==> src/rtl/crc_acc_pkg.sv <==
`timescale 1ns/1ps
package crc_acc_pkg;
  localparam int unsigned OFF_CTRL = 32'h00;
  localparam int unsigned OFF_STAT = 32'h04;
  localparam int unsigned OFF_LEN  = 32'h08;
  localparam int unsigned OFF_RES  = 32'h0C;
  localparam int unsigned BUF_BASE = 32'h100;

  localparam logic [31:0] CRC_INIT   = 32'hFFFF_FFFF;
  localparam logic [31:0] CRC_XOUT   = 32'hFFFF_FFFF;
  localparam logic [31:0] CRC_POLY_R = 32'hEDB8_8320; // 0x04C11DB7 bit-reversed

  function automatic logic [31:0] crc_byte(input logic [31:0] c, input logic [7:0] b);
    logic [31:0] r;
    r = c ^ {24'h0, b};
    for (int i = 0; i < 8; i++) r = r[0] ? ((r >> 1) ^ CRC_POLY_R) : (r >> 1);
    return r;
  endfunction
endpackage

==> src/rtl/crc_acc_buf.sv <==
`timescale 1ns/1ps
module crc_acc_buf #(
  parameter int unsigned BUF_BYTES = 64,
  localparam int unsigned WORDS = BUF_BYTES / 4,
  localparam int unsigned IW    = $clog2(BUF_BYTES),
  localparam int unsigned WIW   = IW - 2
) (
  input  logic           clk_i,
  input  logic           rst_ni,
  input  logic           wr_en_i,
  input  logic [WIW-1:0] widx_i,
  input  logic [31:0]    wdata_i,
  output logic [31:0]    wrd_o,
  input  logic [IW-1:0]  bidx_i,
  output logic [7:0]     byte_o
);
  logic [WORDS-1:0][31:0] mem_q;

  always_ff @(posedge clk_i or negedge rst_ni) begin
    if (!rst_ni) mem_q <= '0;
    else if (wr_en_i) mem_q[widx_i] <= wdata_i;
  end

  assign wrd_o  = mem_q[widx_i];
  assign byte_o = mem_q[bidx_i[IW-1:2]][{bidx_i[1:0], 3'b000} +: 8];


  buf_frozen_chk: assert property (@(posedge clk_i) disable iff (!rst_ni)
    !wr_en_i |=> $stable(mem_q));
endmodule

==> src/rtl/crc_acc_seq.sv <==
`timescale 1ns/1ps
module crc_acc_seq #(
  parameter int unsigned LW = 7,
  parameter int unsigned IW = 6
) (
  input  logic          clk_i,
  input  logic          rst_ni,
  input  logic          start_i,
  input  logic [LW-1:0] len_i,
  output logic          busy_o,
  output logic [IW-1:0] idx_o,
  output logic          finish_o
);
  logic          busy_q;
  logic [IW-1:0] idx_q;
  logic [LW-1:0] len_q;
  logic          last;

  assign last     = busy_q && (LW'(idx_q) + LW'(1) == len_q);
  assign finish_o = (start_i && len_i == '0) || last;
  assign busy_o   = busy_q;
  assign idx_o    = idx_q;

  always_ff @(posedge clk_i or negedge rst_ni) begin
    if (!rst_ni) begin
      busy_q <= 1'b0;
      idx_q  <= '0;
      len_q  <= '0;
    end else if (start_i && len_i != '0) begin
      busy_q <= 1'b1;
      idx_q  <= '0;
      len_q  <= len_i;  // latched: length writes mid-run do not disturb it
    end else if (busy_q) begin
      idx_q <= idx_q + IW'(1);
      if (last) busy_q <= 1'b0;
    end
  end


  idx_in_range_chk: assert property (@(posedge clk_i) disable iff (!rst_ni)
    busy_q |-> (LW'(idx_q) < len_q));
endmodule

==> src/rtl/crc_acc_engine.sv <==
`timescale 1ns/1ps
module crc_acc_engine
  import crc_acc_pkg::*;
(
  input  logic        clk_i,
  input  logic        rst_ni,
  input  logic        init_i,
  input  logic        step_i,
  input  logic [7:0]  byte_i,
  output logic [31:0] nxt_o
);
  logic [31:0] crc_q;

  assign nxt_o = crc_byte(crc_q, byte_i);

  always_ff @(posedge clk_i or negedge rst_ni) begin
    if (!rst_ni)     crc_q <= CRC_INIT;
    else if (init_i) crc_q <= CRC_INIT;
    else if (step_i) crc_q <= nxt_o;
  end
endmodule

==> src/rtl/crc_acc.sv <==
`timescale 1ns/1ps
module crc_acc
  import crc_acc_pkg::*;
#(
  parameter int unsigned BUF_BYTES = 64,
  parameter int unsigned AW        = 9
) (
  input  logic          clk_i,
  input  logic          rst_ni,
  input  logic [AW-1:0] addr_i,
  input  logic          we_i,
  input  logic [31:0]   wdata_i,
  output logic [31:0]   rdata_o,
  output logic          irq_o
);
  localparam int unsigned IW  = $clog2(BUF_BYTES);
  localparam int unsigned WIW = IW - 2;
  localparam int unsigned LW  = $clog2(BUF_BYTES + 1);
  localparam logic [AW-1:0] BASE = AW'(BUF_BASE);

  logic          hit_ctrl, hit_stat, hit_len, hit_res, hit_buf;
  logic          wr_ctrl, clr_req;
  logic          en_q, done_q, start;
  logic [LW-1:0] len_q;
  logic [31:0]   result_q;
  logic          seq_busy, seq_finish;
  logic [IW-1:0] seq_idx;
  logic [7:0]    cur_byte;
  logic [31:0]   eng_nxt, buf_rd;

  assign hit_ctrl = addr_i == AW'(OFF_CTRL);
  assign hit_stat = addr_i == AW'(OFF_STAT);
  assign hit_len  = addr_i == AW'(OFF_LEN);
  assign hit_res  = addr_i == AW'(OFF_RES);
  assign hit_buf  = addr_i[AW-1:IW] == BASE[AW-1:IW];

  assign wr_ctrl = we_i && hit_ctrl;
  assign clr_req = wr_ctrl && wdata_i[1];
  assign start   = en_q && !seq_busy;

  always_ff @(posedge clk_i or negedge rst_ni) begin
    if (!rst_ni) begin
      en_q     <= 1'b0;
      done_q   <= 1'b0;
      len_q    <= '0;
      result_q <= '0;
    end else begin
      // enable bit lives one cycle, then self-clears as the run starts
      en_q <= wr_ctrl && wdata_i[0] && !seq_busy && !en_q;
      if (seq_finish) begin
        done_q   <= 1'b1;
        result_q <= seq_busy ? (eng_nxt ^ CRC_XOUT) : (CRC_INIT ^ CRC_XOUT);
      end else if (clr_req) begin
        done_q <= 1'b0;
      end
      if (we_i && hit_len)
        len_q <= (wdata_i > 32'(BUF_BYTES)) ? LW'(BUF_BYTES) : wdata_i[LW-1:0];
    end
  end

  crc_acc_buf #(.BUF_BYTES(BUF_BYTES)) i_buf (
    .clk_i   (clk_i),
    .rst_ni  (rst_ni),
    .wr_en_i (we_i && hit_buf && !seq_busy),
    .widx_i  (addr_i[IW-1:2]),
    .wdata_i (wdata_i),
    .wrd_o   (buf_rd),
    .bidx_i  (seq_idx),
    .byte_o  (cur_byte)
  );

  crc_acc_seq #(.LW(LW), .IW(IW)) i_seq (
    .clk_i    (clk_i),
    .rst_ni   (rst_ni),
    .start_i  (start),
    .len_i    (len_q),
    .busy_o   (seq_busy),
    .idx_o    (seq_idx),
    .finish_o (seq_finish)
  );

  crc_acc_engine i_engine (
    .clk_i  (clk_i),
    .rst_ni (rst_ni),
    .init_i (start),
    .step_i (seq_busy),
    .byte_i (cur_byte),
    .nxt_o  (eng_nxt)
  );

  always_comb begin
    rdata_o = '0;
    if (hit_ctrl)      rdata_o = {31'b0, en_q};
    else if (hit_stat) rdata_o = {30'b0, done_q, seq_busy};
    else if (hit_len)  rdata_o = 32'(len_q);
    else if (hit_res)  rdata_o = result_q;
    else if (hit_buf)  rdata_o = buf_rd;
  end

  assign irq_o = done_q;


  en_selfclr_chk: assert property (@(posedge clk_i) disable iff (!rst_ni)
    en_q |=> !en_q);

  irq_hold_chk: assert property (@(posedge clk_i) disable iff (!rst_ni)
    (irq_o && !clr_req) |=> irq_o);

  zero_len_chk: assert property (@(posedge clk_i) disable iff (!rst_ni)
    (start && len_q == '0) |=> (irq_o && result_q == 32'h0 && !seq_busy));

  done_idle_chk: assert property (@(posedge clk_i) disable iff (!rst_ni)
    $rose(done_q) |-> !seq_busy);

  len_cap_chk: assert property (@(posedge clk_i) disable iff (!rst_ni)
    32'(len_q) <= 32'(BUF_BYTES));
endmodule

==> config.mk <==
export PLATFORM = sky130hd
export DESIGN_NAME = crc_acc
export DESIGN_NICKNAME = d
export VERILOG_FILES = /design/src/rtl/crc_acc_pkg.sv /design/src/rtl/crc_acc_buf.sv /design/src/rtl/crc_acc_seq.sv /design/src/rtl/crc_acc_engine.sv /design/src/rtl/crc_acc.sv
export SDC_FILE = /design/constraint.sdc
export NUM_CORES = 1
export LEC_CHECK = 0
export ABC_CLOCK_PERIOD_IN_PS = 4800
export BUFFER_PORTS_ARGS = -buffer_cell sky130_fd_sc_hd__buf_2
export CAP_MARGIN = 10
export CORE_MARGIN = 2
export CORE_UTILIZATION = 45
export DETAILED_ROUTE_END_ITERATION = 7
export PLACE_DENSITY_LB_ADDON = 0.08
export SLEW_MARGIN = 5
export SYNTH_ARGS = -nofsm -noshare
export SYNTH_HDL_FRONTEND = slang
export SYNTH_SLANG_ARGS = --single-unit
==> constraint.sdc <==
create_clock -name clk_i -period 4.8 [get_ports clk_i]
set_clock_uncertainty 0.2 [all_clocks]
set_input_delay 0.48 -clock clk_i [delete_from_list [all_inputs] [get_ports clk_i]]
set_output_delay 0.48 -clock clk_i [all_outputs]
set_load 0.02 [all_outputs]
==> summary.md <==
| Metric | Value |
|---|---|
| Starting Density | 45.4% |
| PwrDens | 440 nW/um^2 |
| Post-CTS setup buffer count | 0 |
| Synth cell types | 66 |
| RSZ-0062 raised after global routing | false |
| Layout Nets | 2306 |
| Core area | 71400 sq um |
| Worst slew pin tran | 0.957 ns |
| Die X | 272 microns |
| Gr ovfl total | 0 |
| Gp weighted congestion | 0.840 |
| CP max stage cell | dfrtp_4 |
| Main synth FF type | dfrtp_1 |
| Post-Synth XOR/XNOR Area | 2.99% |
| DR WL/cell | 31.0 microns |
| Post-synth EDFFs | 0 |
| DRT iter0 DRCs | 1690 |
| Syn-to-layout area delta | 12.0% |
| Mapped Cells | 2238 |
| Die height | 272 microns |
| Inserted Clock Buffers | 70 |
| Crit path launch type | flip-flop |
| Clock latency on the worst-skew pair | 0.61 ns |
| Crit-path max FO | 44 |
| Required @ worst endpoint | 5.09 ns |
| #FFs+latches synth | 599 |
| I/O Buffers | 76 |
| Synth Area per Inst | 14.5 sq um |
| Deepest clock path buffer count | 3 |
| Fin Setup TNS | 0 ns |
| Fin cells | 3265 |
| CP endpoint kind | flip-flop |
| Largest family of logic cells by synthesized area | multiplexers |
| Minimum clock period | 4.49 ns |
| Syn. warnings | 0 |
| Filler cells | 6001 |
| Total power | 15.9 mW |
| First-pass GRT wire length | 153 mm |
| Synthesized area | 32400 sq um |
| DRC | 0 |
| Leakage power | 16.2 nW |
| WL final | 101 mm |
| Worst VDD drop | 0.385 mV |
| First drt pass iteration count | 5 |
| Slew Limit Fails | 0 |
| Max-cap check violation count | 0 |
| Slew HR | 36.2% |
| Final hold vios | 0 |
| DR vias | 20602 |
| DR vias/cell | 6.31 |
| Register area share after synthesis | 46.4% |
| FFs w/ async S/R, synth | 100% |
| Core Util, Final | 50.8% |
| Synth Area in Compound Gates | 4.48% |
| Detail Placement HPWL | 65.1 mm |
| Crit path DAT | 4.78 ns |
| DP Cell Count | 3137 |
| Setup CP Type | flip-flop to flip-flop |
| Largest net degree at the start of global routing | 114 |
| CTS Sinks | 599 |
| Hold Slack | 0.0381 ns |
| Initial antenna violation count | 8 |
| Vias in the first global route | 21781 |
| IO Count | 77 |
| Fmax | 223 MHz |
| GRT Total Usage | 28.1% |
| DRT antenna net count | 0 |
| CTS Root Cell | clkbuf_16 |
| Cell family contributing the most delay on the critical path | XOR/XNOR gates |
| Die footprint | 74100 sq um |
| Status | completed |
| CTS tree | yes |
| HP Class | primary input to flip-flop |
| Layout cell share with drive strength beyond 1 | 46.6% |
| Num rows | 98 |
| Final Cycle Share | 93.6% |
| Setup Viol. Count Final | 0 |
| Post-Synth Adder-Cell Area | 0.0387% |
| Crit path buffers/inverters | 1 |
| Post-synthesis simple-gate area fraction | 4.29% |
| Critical-path cell list | buf_4 > nor2_1 > a22oi_1 > a21oi_1 > nor4_1 > a31oi_1 > xnor2_2 > xnor2_2 > xnor2_1 > xnor2_1 > a21o_1 |
| Syn nets | 2283 |
| Slowest stage delay, CP | 0.89 ns |
| Clock slew at reported path FFs | 0.06 ns |
| H-tree levels | 3 |
| Mux contribution to synthesized area | 38.3% |
==> layout make-up <==
type / instances / area (sq um) / share of cell area, %
timing repair buffer: 153 / 1270 / 3.50
tap: 950 / 1190 / 3.28
sequential: 599 / 15000 / 41.5
clock buffer: 109 / 2120 / 5.85
multi-input combinational: 1428 / 16300 / 44.9
inverter: 9 / 33.8 / 0.0932
clock inverter: 15 / 307 / 0.845
antenna: 2 / 5.00 / 0.0138
==> routing by layer <==
layer	track usage (%)	part of all wire, %
met2	43.6	47
met3	5.53	6.5
met4	7.97	2.5
met5	0	0.047
met1	40.5	44
==> flip-flops by register name, indices dropped and copies added (netlist names) <==
register / count
result_q: 32
irq_o: 1
i_engine.crc_q: 32
i_seq.busy_o: 1
i_buf.mem_q: 512
en_q: 1
i_seq.idx_o: 6
len_q: 7
i_seq.len_q: 7
==> stage by stage <==
| stage | worst slack [ns] | cell area [sq um] |
|---|---|---|
| after floorplan | 1.11 | 32400 |
| after global placement | 0.384 | 33800 |
| after detailed placement | 0.301 | 33800 |
| after CTS | 0.275 | 36300 |
| after global routing | 0.147 | 36300 |
| final | 0.309 | 36300 |
==> cell families after synthesis <==
logic type               count (synthesis)
multiplexers                           834
flip-flops                             599
AND/OR/NAND/NOR                        295
AO/OA/AOI/OAI                          216
buffers and inverters                  211
XOR/XNOR                                82
adder cells (fa/ha/maj)                  1
==> what timing repair did <==
item                      CTS  global route
hold buffers                2             0
resized for setup           0             0
hold endpoints to repair   61             0
==> Yosys cell counts (4+ instances only) <==
master    count  area [sq um]
xnor2_4       8           220
nor3b_1       4          30.0
mux4_1       22           578
nor2b_1      11          68.8
mux2_2      493          5550
nand2b_1     26           163
a21oi_1      37           185
nor2_1       59           221
buf_2         9          45.0
buf_4         8          60.1
nand2_1     116           435
nor3_1        9          45.0
xnor2_1      40           350
nor4_1       12          75.1
o21ai_0      46           230
and2_1        6          37.5
nand4_1       5          31.3
a22oi_1      48           360
o22a_1        6          52.6
xnor2_2       6          97.6
nand3_1      19          95.1
clkbuf_1    129           484
a31oi_1       7          43.8
a22o_1       14           123
xor2_1       23           201
o22ai_1      11          68.8
and3_1       18           113
mux2i_1      72           721
buf_1        29           109
buf_12        7           140
buf_8         4          60.1
a21o_1       15           113
buf_6        15           169
dfrtp_1     567         14200
inv_1         7          26.3
mux4_2      247          5560
o21a_1        9          67.6
dfstp_2      32           841
==> final timing paths <==
check / from / end / slack [ns] / depth (start not counted)
setup / recovery: i_seq.idx_o[5] / result_q[21] / 0.31 / 11
hold / removal: wdata_i[6] / i_buf.mem_q[422] / 0.04 / 2
setup reg to reg: i_seq.idx_o[5] / result_q[21] / 0.31 / 11
hold reg to reg: result_q[11] / result_q[11] / 0.28 / 2
max in group asynchronous: rst_ni / i_buf.mem_q[423] / 2.87 / 3
min in group asynchronous: rst_ni / result_q[21] / 0.36 / 2
==> power breakdown <==
group	internal [mW]	leakage, nW	total [mW]	switching, mW
Combinational	1.98	6.98	4.13	2.15
Clock	3.51	1.19	5.69	2.18
Sequential	5.64	8.05	6.12	0.472
Total	11.1	16.2	15.9	4.80
==> cell usage in the layout, fill, tap and decap left out, types with 37 or more instances in the layout <==
master	count
mux4_2	247
dfrtp_1	563
xnor2_1	40
buf_2	72
a21oi_1	37
o21ai_0	46
clkbuf_16	73
mux2i_1	72
nand2_1	107
nor2_1	58
buf_4	54
mux2_2	493
a22oi_1	48
(Power assumes the default switching activity.)
